<file path="config.mk">
export PLATFORM = sky130hd
export DESIGN_NAME = rsd_adder
export DESIGN_NICKNAME = d
export VERILOG_FILES = /design/src/rtl/rsd_pkg.sv /design/src/rtl/rsd_operand_prep.sv /design/src/rtl/rsd_xfer_stage.sv /design/src/rtl/rsd_sum_stage.sv /design/src/rtl/rsd_adder.sv
export SDC_FILE = /design/constraint.sdc
export NUM_CORES = 1
export LEC_CHECK = 0
export BUFFER_PORTS_ARGS = -buffer_cell sky130_fd_sc_hd__buf_2
export CAP_MARGIN = 0
export CORE_MARGIN = 4
export CORE_UTILIZATION = 52
export DETAILED_ROUTE_END_ITERATION = 8
export PLACE_DENSITY = 0.79
export SYNTH_ARGS = -nofsm -noshare
export SYNTH_HDL_FRONTEND = slang
export SYNTH_SLANG_ARGS = --single-unit
</file>
<file path="constraint.sdc">
create_clock -name clk -period 0.8 [get_ports clk]
set_clock_uncertainty 0.1 [all_clocks]
set_input_delay 0.16 -clock clk [delete_from_list [all_inputs] [get_ports clk]]
set_output_delay 0.16 -clock clk [all_outputs]
set_load 0.03 [all_outputs]
</file>
<file path="src/rtl/rsd_pkg.sv">
package rsd_pkg;

    typedef logic [1:0] sd_code_t;

    localparam sd_code_t SD_ZERO = 2'b00;
    localparam sd_code_t SD_POS  = 2'b10;
    localparam sd_code_t SD_NEG  = 2'b01;

    // Value of one digit code; the unused code 11 counts as zero.
    function automatic logic signed [2:0] sd_val(input sd_code_t c);
        logic signed [2:0] v;
        unique case (c)
            SD_POS:  v = 3'sd1;
            SD_NEG:  v = -3'sd1;
            default: v = 3'sd0;
        endcase
        return v;
    endfunction

    // Code for a digit value in {-1,0,+1}; anything else maps to zero.
    function automatic sd_code_t sd_enc(input logic signed [2:0] v);
        sd_code_t c;
        if (v == 3'sd1)
            c = SD_POS;
        else if (v == -3'sd1)
            c = SD_NEG;
        else
            c = SD_ZERO;
        return c;
    endfunction

endpackage

</file>
<file path="src/rtl/rsd_operand_prep.sv">
module rsd_operand_prep #(
    parameter int N = 16
) (
    input  logic [2*N-1:0] raw_code,
    input  logic           negate,
    output logic [N-1:0]   pos_o,
    output logic [N-1:0]   neg_o
);
    for (genvar i = 0; i < N; i++) begin : g_digit
        logic p_in;
        logic n_in;
        logic legal;
        assign p_in  = raw_code[2*i+1];
        assign n_in  = raw_code[2*i];
        // 11 is folded to zero; negation swaps the two parts.
        assign legal    = p_in ^ n_in;
        assign pos_o[i] = legal & (negate ? n_in : p_in);
        assign neg_o[i] = legal & (negate ? p_in : n_in);
    end

endmodule

</file>
<file path="src/rtl/rsd_xfer_stage.sv">
module rsd_xfer_stage
    import rsd_pkg::*;
#(
    parameter int N = 16
) (
    input  logic [N-1:0]   a_pos,
    input  logic [N-1:0]   a_neg,
    input  logic [N-1:0]   b_pos,
    input  logic [N-1:0]   b_neg,
    output logic [2*N-1:0] w_code,
    output logic [2*N+1:0] t_code
);
    logic signed [2:0] psum [N];
    logic [N-1:0]      below_neg;

    assign t_code[1:0] = SD_ZERO;

    for (genvar i = 0; i < N; i++) begin : g_pos
        assign psum[i] = $signed({2'b00, a_pos[i]}) - $signed({2'b00, a_neg[i]})
                       + $signed({2'b00, b_pos[i]}) - $signed({2'b00, b_neg[i]});

        if (i == 0) begin : g_lsd
            assign below_neg[i] = 1'b0;
        end else begin : g_upper
            assign below_neg[i] = psum[i-1][2];
        end

        logic signed [2:0] t_v;
        logic signed [2:0] w_v;

        always_comb begin
            t_v = 3'sd0;
            w_v = 3'sd0;
            if (psum[i] == 3'sd2) begin
                t_v = 3'sd1;
            end else if (psum[i] == -3'sd2) begin
                t_v = -3'sd1;
            end else if (psum[i] == 3'sd1) begin
                if (below_neg[i]) begin
                    w_v = 3'sd1;
                end else begin
                    t_v = 3'sd1;
                    w_v = -3'sd1;
                end
            end else if (psum[i] == -3'sd1) begin
                if (below_neg[i]) begin
                    t_v = -3'sd1;
                    w_v = 3'sd1;
                end else begin
                    w_v = -3'sd1;
                end
            end
        end

        assign w_code[2*i +: 2]     = sd_enc(w_v);
        assign t_code[2*(i+1) +: 2] = sd_enc(t_v);
    end

endmodule

</file>
<file path="src/rtl/rsd_sum_stage.sv">
module rsd_sum_stage
    import rsd_pkg::*;
#(
    parameter int N = 16
) (
    input  logic [2*N-1:0] w_code,
    input  logic [2*N+1:0] t_code,
    output logic [2*N+1:0] sum_code
);
    for (genvar i = 0; i < N; i++) begin : g_dig
        logic signed [2:0] s_v;
        assign s_v = sd_val(w_code[2*i +: 2]) + sd_val(t_code[2*i +: 2]);
        assign sum_code[2*i +: 2] = sd_enc(s_v);
    end

    assign sum_code[2*N +: 2] = t_code[2*N +: 2];

endmodule

</file>
<file path="src/rtl/rsd_adder.sv">
module rsd_adder
    import rsd_pkg::*;
#(
    parameter int N = 16
) (
    input  logic             clk,
    input  logic             rst_n,
    input  logic [2*N-1:0]   op_a,
    input  logic [2*N-1:0]   op_b,
    input  logic             sub_en,
    output logic [2*N+1:0]   sum_q
);
    localparam int OUT_W = 2 * (N + 1);

    logic [N-1:0]     a_pos, a_neg, b_pos, b_neg;
    logic [2*N-1:0]   w_code;
    logic [2*N+1:0]   t_code;
    logic [OUT_W-1:0] sum_d;

    rsd_operand_prep #(.N(N)) u_prep_a (
        .raw_code (op_a),
        .negate   (1'b0),
        .pos_o    (a_pos),
        .neg_o    (a_neg)
    );

    rsd_operand_prep #(.N(N)) u_prep_b (
        .raw_code (op_b),
        .negate   (sub_en),
        .pos_o    (b_pos),
        .neg_o    (b_neg)
    );

    rsd_xfer_stage #(.N(N)) u_xfer (
        .a_pos  (a_pos),
        .a_neg  (a_neg),
        .b_pos  (b_pos),
        .b_neg  (b_neg),
        .w_code (w_code),
        .t_code (t_code)
    );

    rsd_sum_stage #(.N(N)) u_sum (
        .w_code   (w_code),
        .t_code   (t_code),
        .sum_code (sum_d)
    );

    always_ff @(posedge clk or negedge rst_n) begin
        if (!rst_n)
            sum_q <= '0;
        else
            sum_q <= sum_d;
    end

endmodule

</file>
==> results.toml, run 1 <==
[power_and_ir_drop]
clockPowerShare_pct = 10.5
switching_power_w = 0.00515
p_comb_share_pct = 70.2
sw_frac_of_total_pct = 42.8
intPower_w = 0.00688
pwr-share-seq_pct = 19.3
irDropWorstVdd_v = 0.00101
cellPowerDensity_nw_per_um2 = 1660
p_leak_nw = 3.61

[yosys]
syn_area_per_cell_um2 = 9.05
ys_ff_latch = 33
synth_edf_count = 0
synthCells = 541
ys_warn_count = 0
ys.flop_type = "dfrtp_1"
ys_seq_area_share_pct = 16.9
syn_nets = 733
async_flop_share_pct = 100
synth_cell_type_count = 31
syn_area_um2 = 4900
ys_top_cells_by_area = "fa_1 (25%), dfrtp_1 (17%), ha_1 (16%), inv_1 (6.9%), o21ai_0 (5.4%)"
synth_top_area_share_pct = 25.3
yosys.area.top_type = "fa_1"

[global_route]
grtUsageTotal_pct = 22.5
antenna_found_initial = 0
grt_max_degree = 34
grt_pass1_wl_mm = 20.5
globalRouteOverflowTotal = 0
first_global_vias = 4788

[clocking]
cts_max_path_buffers = 2
cts_made_buffers = 5
cts-htree-levels = 2
cts_tree = "yes"
root_buffer = "clkbuf_8"
clk_pin_slew_ps = 70
cts_sinks = 33

[run]
cap_violations = 0

[routing]
drcViolationCount = 0
routedWlPerCell_um = 15.1
via_per_inst = 5.19
drt_iter0_markers = 104
drtPass1Iterations = 4
via_count = 4377
routed_wl_mm = 12.7
ant_nets = 0

[setup_path]
cp_data_arrival_time_ps = 3130
crit_path_end_kind = "flip-flop"
cp_max_fo = 2
required_ps = 900
cp-start-kind = "primary input"
critPathKind = "primary input to flip-flop"

[finish]
final_common_cell = "buf_4"
utilization_pct = 78.6
antenna_cells = 0
top_regs = "sum_q x33"
layout-drive-gt1-share_pct = 46.7
syn2layout_area_growth_pct = 47.6
layout_common_cells = "buf_4 (89), inv_1 (87), buf_2 (60)"
top_register = "sum_q"
nets = 924
fin_cells = 844
largest_register_ffs = 33

[floorplanning]
io_pins = 101
start_util_pct = 53.3
die_h_um = 105
coreArea_um2 = 9200
num_rows = 35
die_w_um = 105
dieArea_um2 = 11000

[sta]
finalHoldViolCount = 0
final.period_utilization_pct = 379
clock.fmax_ghz = 0.330
setup_ws_ps = -2230
drv_slew = 0
rsz0062_at_grt = "yes"
finalSetupViolCount = 66
min_period_ps = 3030

[status]
status = "finished, violations left"
violations = "setup timing"

[placement]
dp.cells = 809
port_buffers = 99
dp_hpwl_mm = 8.95
globalplace.congestion = 0.792

[worst_hold_path]
worstHoldPathType = "primary input to async pin"
timing repair:
action | 4_1_cts | 5_1_grt
gates resized for setup | 127 | 50
cloned | 2 | 1
buffers inserted | 17 | 7
setup endpoints to repair | 66 | 66
hold buffers | 1 | 0
pin swaps | 62 | 34
endpoints found under the hold margin | 33 | 0
power by group through the flow:
stage	clock network (W)	registers, W	logic [W]
2_1_floorplan	0	0.00304	0.00382
3_3_place_gp	0	0.00224	0.00626
3_5_place_dp	0	0.00223	0.00669
4_1_cts	0.00129	0.00231	0.00777
5_1_grt	0.00137	0.00236	0.00925
6_report	0.00126	0.00232	0.00844
cells in the mapped netlist (11+ instances only):
library cell	instances
xor2_1	15
ha_1	63
o21ai_0	53
nand2b_1	31
and3_1	16
fa_1	62
nand3_1	30
dfrtp_1	33
o21a_1	12
nand2_1	36
and2_1	15
inv_1	90
a21oi_1	11
and3b_1	11
layout make-up:
class                      count  area (um^2)
sequential                    33          826
timing repair buffer         204         1680
tap                          111          139
inverter                      91          354
clock buffer                   8         80.1
fill                         574         1970
multi-input combinational    397         4150
path summary, 6_finish.rpt:
| kind | from | end | slack (ps) |
|---|---|---|---|
| worst max-delay path | op_b[20] | sum_q[21] | -2230 |
| max in group asynchronous | rst_n | sum_q[18] | 150 |
| min in group clk | op_a[31] | sum_q[32] | 360 |
| worst min-delay path | rst_n | sum_q[5] | 260 |
critical path, cell delays in order:
cell      delay, ps
buf_6           100
nand2b_4        140
or2_4           230
o21a_1          110
fa_1            440
ha_2            190
fa_2            560
xor2_2          210
buf_4           150
nor2b_4         150
fa_1            480
nor3b_2         210
stage by stage:
step           instance area, um^2  setup TNS [ps]  hold slack, ps  worst slack (ps)  power, W
2_1_floorplan                 5200          -69670            -236             -2300   0.00687
3_3_place_gp                  6240          -78860            34.7             -2560   0.00851
3_5_place_dp                  6240          -81580            37.4             -2670   0.00892
4_1_cts                       6950          -75730             272             -2170    0.0114
5_1_grt                       7230          -79530             290             -2270    0.0130
6_report                      7230          -75930             262             -2230    0.0120
routing by layer:
| layer | up-vias | wire, um | track usage (%) |
|---|---|---|---|
| li1 | 2066 | - | - |
| met1 | 2169 | 4700 | 24.2 |
| met2 | 112 | 7270 | 44.4 |
| met3 | 30 | 414 | 3.09 |
| met4 | 0 | 323 | 7.69 |
| met5 | - | 0 | 0 |
cell families (layout without fill, tap and decap cells):
| logic type | count (synthesis) | after routing | synth area share [%] |
|---|---|---|---|
| compound gates | 77 | 77 | 8.56 |
| xor+xnor | 16 | 16 | 2.86 |
| fa+ha+maj | 125 | 125 | 41.4 |
| buf+inv | 111 | 303 | 9.20 |
| flops | 33 | 33 | 16.9 |
| mux | 5 | 5 | 1.02 |
| other cells | 1 | 1 | 0.0766 |
| simple gates | 173 | 173 | 20.0 |
(Power assumes the default switching activity.)
==> run 2: changes to the inputs <==
--- a/config.mk
+++ b/config.mk
@@ -5,11 +5,11 @@
 export SDC_FILE = /design/constraint.sdc
 export NUM_CORES = 1
 export LEC_CHECK = 0
-export BUFFER_PORTS_ARGS = -buffer_cell sky130_fd_sc_hd__buf_2
 export CAP_MARGIN = 0
 export CORE_MARGIN = 4
-export CORE_UTILIZATION = 52
+export CORE_UTILIZATION = 60
 export DETAILED_ROUTE_END_ITERATION = 8
+export DONT_BUFFER_PORTS = 1
 export PLACE_DENSITY = 0.79
 export SYNTH_ARGS = -nofsm -noshare
 export SYNTH_HDL_FRONTEND = slang
==> run 2 against run 1 <==
- the run ends with hold timing, setup timing left
- cell count decreased by 16%
- worst setup slack improved by 140 ps
- combinational power down 21%
- design area decreased by 12%
==> results.toml, run 2 (synthesized netlist as in run 1, its figures left out) <==
[floorplanning]
die_h_um = 98.4
die_w_um = 98.4
num_rows = 32
coreArea_um2 = 7850
start_util_pct = 62.4
io_pins = 101
dieArea_um2 = 9670

[finish]
nets = 800
fillers = 445
syn2layout_area_growth_pct = 30.0
regArea_um2 = 863
layout-drive-gt1-share_pct = 43.7
utilization_pct = 81.1
antenna_cells = 0
layout_common_cells = "inv_1 (85), buf_4 (69), fa_1 (35)"
top_register = "sum_q"
final_area_um2 = 6370
final_common_cell = "inv_1"
top_regs = "sum_q x33"
fin_cells = 711
multi_input_area_um2 = 4270
largest_register_ffs = 33

[clocking]
cts_made_buffers = 5
clk_pin_slew_ps = 70
cts_max_path_buffers = 2
root_buffer = "clkbuf_8"
cts_sinks = 33
cts_tree = "yes"
cts-htree-levels = 2

[routing]
via_count = 3861
ant_nets = 0
routedWlPerCell_um = 16.4
via_per_inst = 5.43
drcViolationCount = 0
drt_iter0_markers = 110
routed_wl_mm = 11.7
drtPass1Iterations = 5

[setup_path]
cp-start-kind = "primary input"
required_ps = 890
slowest_delay_ps = 540
crit_path_end_kind = "flip-flop"
critPathKind = "primary input to flip-flop"
cp_slowest_cell = "fa_2"
cp_data_arrival_time_ps = 2980
cp_max_fo = 2
crit_chain = "nand2b_4, or2_4, o21a_1, fa_1, ha_2, fa_2, xor2_1, and2_1, ha_2, fa_1, nor3b_2"

[worst_hold_path]
worstHoldPathType = "primary input to async pin"

[sta]
min_period_ps = 2890
setup_ws_ps = -2090
whs_ps = -535
finalHoldViolCount = 33
clock.fmax_ghz = 0.346
setup-tns-final_ps = -70000
rsz0062_at_grt = "yes"
final.period_utilization_pct = 361
drv_slew = 0
finalSetupViolCount = 66

[placement]
port_buffers = 0
globalplace.congestion = 0.815
pre_cts_slack_ps = -2490
dp_hpwl_mm = 8.56
dpl_cell_area_um2 = 5600
dp.cells = 681

[power_and_ir_drop]
irDropWorstVdd_v = 0.00156
p_leak_nw = 3.00
cellPowerDensity_nw_per_um2 = 1720

[global_route]
antenna_found_initial = 0
globalRouteOverflowTotal = 0
grt_max_degree = 41
grtUsageTotal_pct = 23.6
grt_pass1_wl_mm = 18.8
first_global_vias = 4077

[run]
cap_violations = 0

[status]
violations = "hold timing, setup timing"
status = "finished, violations left"
==> run 2: area by class of cell <==
cell class                      instances  area share (%)
Multi-Input combinational cell        397            67.0
Sequential cell                        33            13.6
Timing Repair Buffer                   80            10.5
Inverter                               91            5.64
Tap cell                              102            2.00
Clock buffer                            8            1.26
==> run 2: stage by stage <==
| step | power (W) | hold slack [ps] |
|---|---|---|
| detailed placement | 0.00841 | -235 |
| CTS | 0.0103 | -543 |
| finish | 0.0110 | -535 |
| global placement | 0.00797 | -235 |
| global route | 0.0119 | -558 |
| floorplan | 0.00687 | -236 |
==> run 2: critical path, delay by kind of cell <==
family          cells  cell delay (ps)
fa+ha+maj           5             1820
simple gates        4              720
xor+xnor            1              170
compound gates      1              120
==> run 2: worst max-delay path by stage <==
stage | start | end | slack [ps] | cells after the start
after floorplan | sub_en | sum_q[23] | -2300 | 12
after global placement | op_b[20] | sum_q[20] | -2330 | 11
after detailed placement | op_b[20] | sum_q[21] | -2490 | 11
after CTS | op_b[20] | sum_q[20] | -2100 | 11
after global routing | op_b[20] | sum_q[21] | -2190 | 11
final | op_b[20] | sum_q[21] | -2090 | 11
==> run 2: what timing repair did <==
item                                    CTS  global route
gates resized for setup                  94            55
endpoints found under the hold margin    33            33
cloned                                    0             0
buffers inserted                         12            10
endpoints found under the setup margin   66            66
pin swaps                                67            56
==> run 2: layer usage <==
layer	track usage (%)	up-vias	wire length, um
met5	0	-	0
met1	27.0	1915	4490
met4	5.99	0	268
met2	44.0	100	6300
li1	-	1817	-
met3	5.79	29	589
==> run 2: power breakdown <==
part	switching [W]	internal [W]	leakage, nW	total [W]
registers	0.000933	0.00216	0.397	0.00309
logic	0.00325	0.00339	2.56	0.00664
clock network	0.000624	0.000619	0.0395	0.00124
==> run 3: changes to the inputs <==
--- a/config.mk
+++ b/config.mk
@@ -5,6 +5,7 @@
 export SDC_FILE = /design/constraint.sdc
 export NUM_CORES = 1
 export LEC_CHECK = 0
+export ABC_AREA = 1
 export CAP_MARGIN = 0
 export CORE_MARGIN = 4
 export CORE_UTILIZATION = 60
==> run 3 against run 2 <==
- design area is 1.6% higher
- critical path depth grew 5
- clock power is 16% higher
- power is 12% higher
- via count is 13% higher
- worst hold slack improved by 2.4 ps
- largest cell class unchanged
- maximum frequency increased by 5.3%
- combinational power increased by 16%
- the run still ends with hold timing, setup timing left
- utilization down 1.6 points
- count of clock-buffer cells in the layout is 1 lower
- synthesized area up 1.9%
- non-clock buffer count down 7
==> results.toml, run 3 <==
[sta]
setup-tns-final_ps = -66390
drv_slew = 0
setup_ws_ps = -1940
finalHoldViolCount = 33
final.period_utilization_pct = 343
min_period_ps = 2740
whs_ps = -532
rsz0062_at_grt = "yes"
finalSetupViolCount = 66
clock.fmax_ghz = 0.365

[yosys]
yosys.area.top_type = "fa_1"
async_flop_share_pct = 100
synth_common_cells = "inv_1 (189), nand2_1 (119), o21ai_0 (65)"
synth.most_common_cell = "inv_1"
synth_cell_type_count = 23
synth_top_area_share_pct = 24.9
ys_ff_latch = 33
ys_top_cells_by_area = "fa_1 (25%), dfrtp_1 (17%), ha_1 (16%), inv_1 (14%), nand2_1 (8.9%)"
ys_seq_area_share_pct = 16.5
syn_area_um2 = 4990
synthCells = 654
synth_edf_count = 0
ys_warn_count = 0
ys.flop_type = "dfrtp_1"
syn_nets = 846
syn_area_per_cell_um2 = 7.63

[routing]
drt_iter0_markers = 107
routed_wl_mm = 12.3
drcViolationCount = 0
via_count = 4358
drtPass1Iterations = 4
via_per_inst = 5.23
ant_nets = 0
routedWlPerCell_um = 14.7

[finish]
nets = 920
top_regs = "sum_q x33"
final_common_cell = "inv_1"
top_register = "sum_q"
layout_common_cells = "inv_1 (171), nand2_1 (95), buf_4 (61)"
final_area_um2 = 6470
syn2layout_area_growth_pct = 29.6
fillers = 505
largest_register_ffs = 33
antenna_cells = 0
layout-drive-gt1-share_pct = 36.8

[global_route]
antenna_found_initial = 0
grtUsageMet2_pct = 45.7
grt_pass1_wl_mm = 19.6
first_global_vias = 4604
grt_busiest_layer = "met2"
globalRouteOverflowTotal = 0
grtUsageTotal_pct = 24.1
gr-usage-met1_pct = 25.5
grt_max_degree = 35
use_met3_pct = 6.87

[placement]
port_buffers = 0
pre_cts_slack_ps = -2280
dp_hpwl_mm = 8.92
dpl_cell_area_um2 = 5670
globalplace.congestion = 0.932

[floorplanning]
die_w_um = 99.2
dieArea_um2 = 9840
num_rows = 33
io_pins = 101
coreArea_um2 = 8130
start_util_pct = 61.4
die_h_um = 99.2

[clocking]
cts-htree-levels = 2
cts_sinks = 33
cts_max_path_buffers = 2
cts_tree = "yes"
cts_made_buffers = 5
root_buffer = "clkbuf_8"
clk_pin_slew_ps = 80

[power_and_ir_drop]
cellPowerDensity_nw_per_um2 = 1900
power_w = 0.0123
irDropWorstVdd_v = 0.00126
p_leak_nw = 3.42

[setup_path]
critPathKind = "primary input to flip-flop"
cp_data_arrival_time_ps = 2850
required_ps = 910
crit_path_end_kind = "flip-flop"
cp_max_fo = 34
cp-start-kind = "primary input"

[run]
cap_violations = 0

[status]
violations = "hold timing, setup timing"
status = "finished, violations left"

[worst_hold_path]
worstHoldPathType = "primary input to async pin"
[run 3: cell count changes after synthesis, moves of 11 or more]
| cell | change |
|---|---|
| nor2_1 | +23 |
| o21ai_0 | +12 |
| and2_1 | -15 |
| nand2_1 | +83 |
| o21ai_2 | +11 |
| and3_1 | -12 |
| o21a_1 | -12 |
| and3b_1 | -11 |
| inv_1 | +99 |
| xor2_1 | -15 |
| nand2b_1 | -31 |
[run 3: cells by family after synthesis]
kind of cell               count (synthesis)  share of synthesized area (%)
and+or+nand+nor                          207                           17.4
DFF                                       33                           16.5
other                                      1                         0.0751
AOI/OAI and AO/OA                         91                           10.1
buffers and inverters                    197                           15.3
adders and majority gates                125                           40.7
[run 3: cell type report]
class / count / area [um^2] / area share [%]
multi-input cells: 424 / 4000 / 61.8
flip-flops and latches: 33 / 867 / 13.4
inverters: 190 / 729 / 11.3
repair buffers: 73 / 633 / 9.79
well taps: 105 / 131 / 2.03
clock buffers: 7 / 96.3 / 1.49
repair inverters: 1 / 8.76 / 0.135
clock inverters: 1 / 5.00 / 0.0774
[run 3: worst max-delay path by stage]
stage	from	to	slack [ps]
final	sub_en	sum_q[6]	-1940
after global routing	sub_en	sum_q[6]	-2050
after CTS	sub_en	sum_q[16]	-1890
after detailed placement	sub_en	sum_q[3]	-2280
after global placement	sub_en	sum_q[4]	-2150
after floorplan	sub_en	sum_q[18]	-2120
[run 3: per-layer routing]
metal,up-vias,share of wire [%]
met4,0,2.8
li1,2081,-
met5,-,0
met2,112,55
met1,2137,35
met3,28,6.7
[run 3: report_power, final]
part	leakage (nW)	internal [W]	switching, W
clock network	0.0542	0.000779	0.000658
registers	0.393	0.00217	0.00101
logic	2.97	0.00344	0.00422
total	3.42	0.00640	0.00589
[run 3: critical path, cell delays in order]
cell	delay, ps
inv_16	40
buf_12	110
o21ai_2	40
nand2_1	100
fa_1	450
ha_2	190
fa_1	530
inv_1	70
nand2_2	110
nand2_1	80
nand2_1	70
inv_1	50
ha_2	180
fa_1	520
nand2_1	60
nor2_1	80
[run 3: timing repair]
| item | CTS | global route |
|---|---|---|
| endpoints found under the setup margin | 66 | 66 |
| pin swaps | 51 | 34 |
| buffers inserted | 16 | 5 |
| gates cloned | 1 | 1 |
| gates resized for setup | 80 | 88 |
| endpoints found under the hold margin | 33 | 33 |
[run 3: metrics by stage]
| stage | instances | util (%) |
|---|---|---|
| after floorplan | 654 | - |
| after CTS | 828 | 74.8 |
| after global placement | 803 | 69.7 |
| final | 834 | 79.5 |
| after global routing | 834 | 79.5 |
| after detailed placement | 803 | 69.7 |
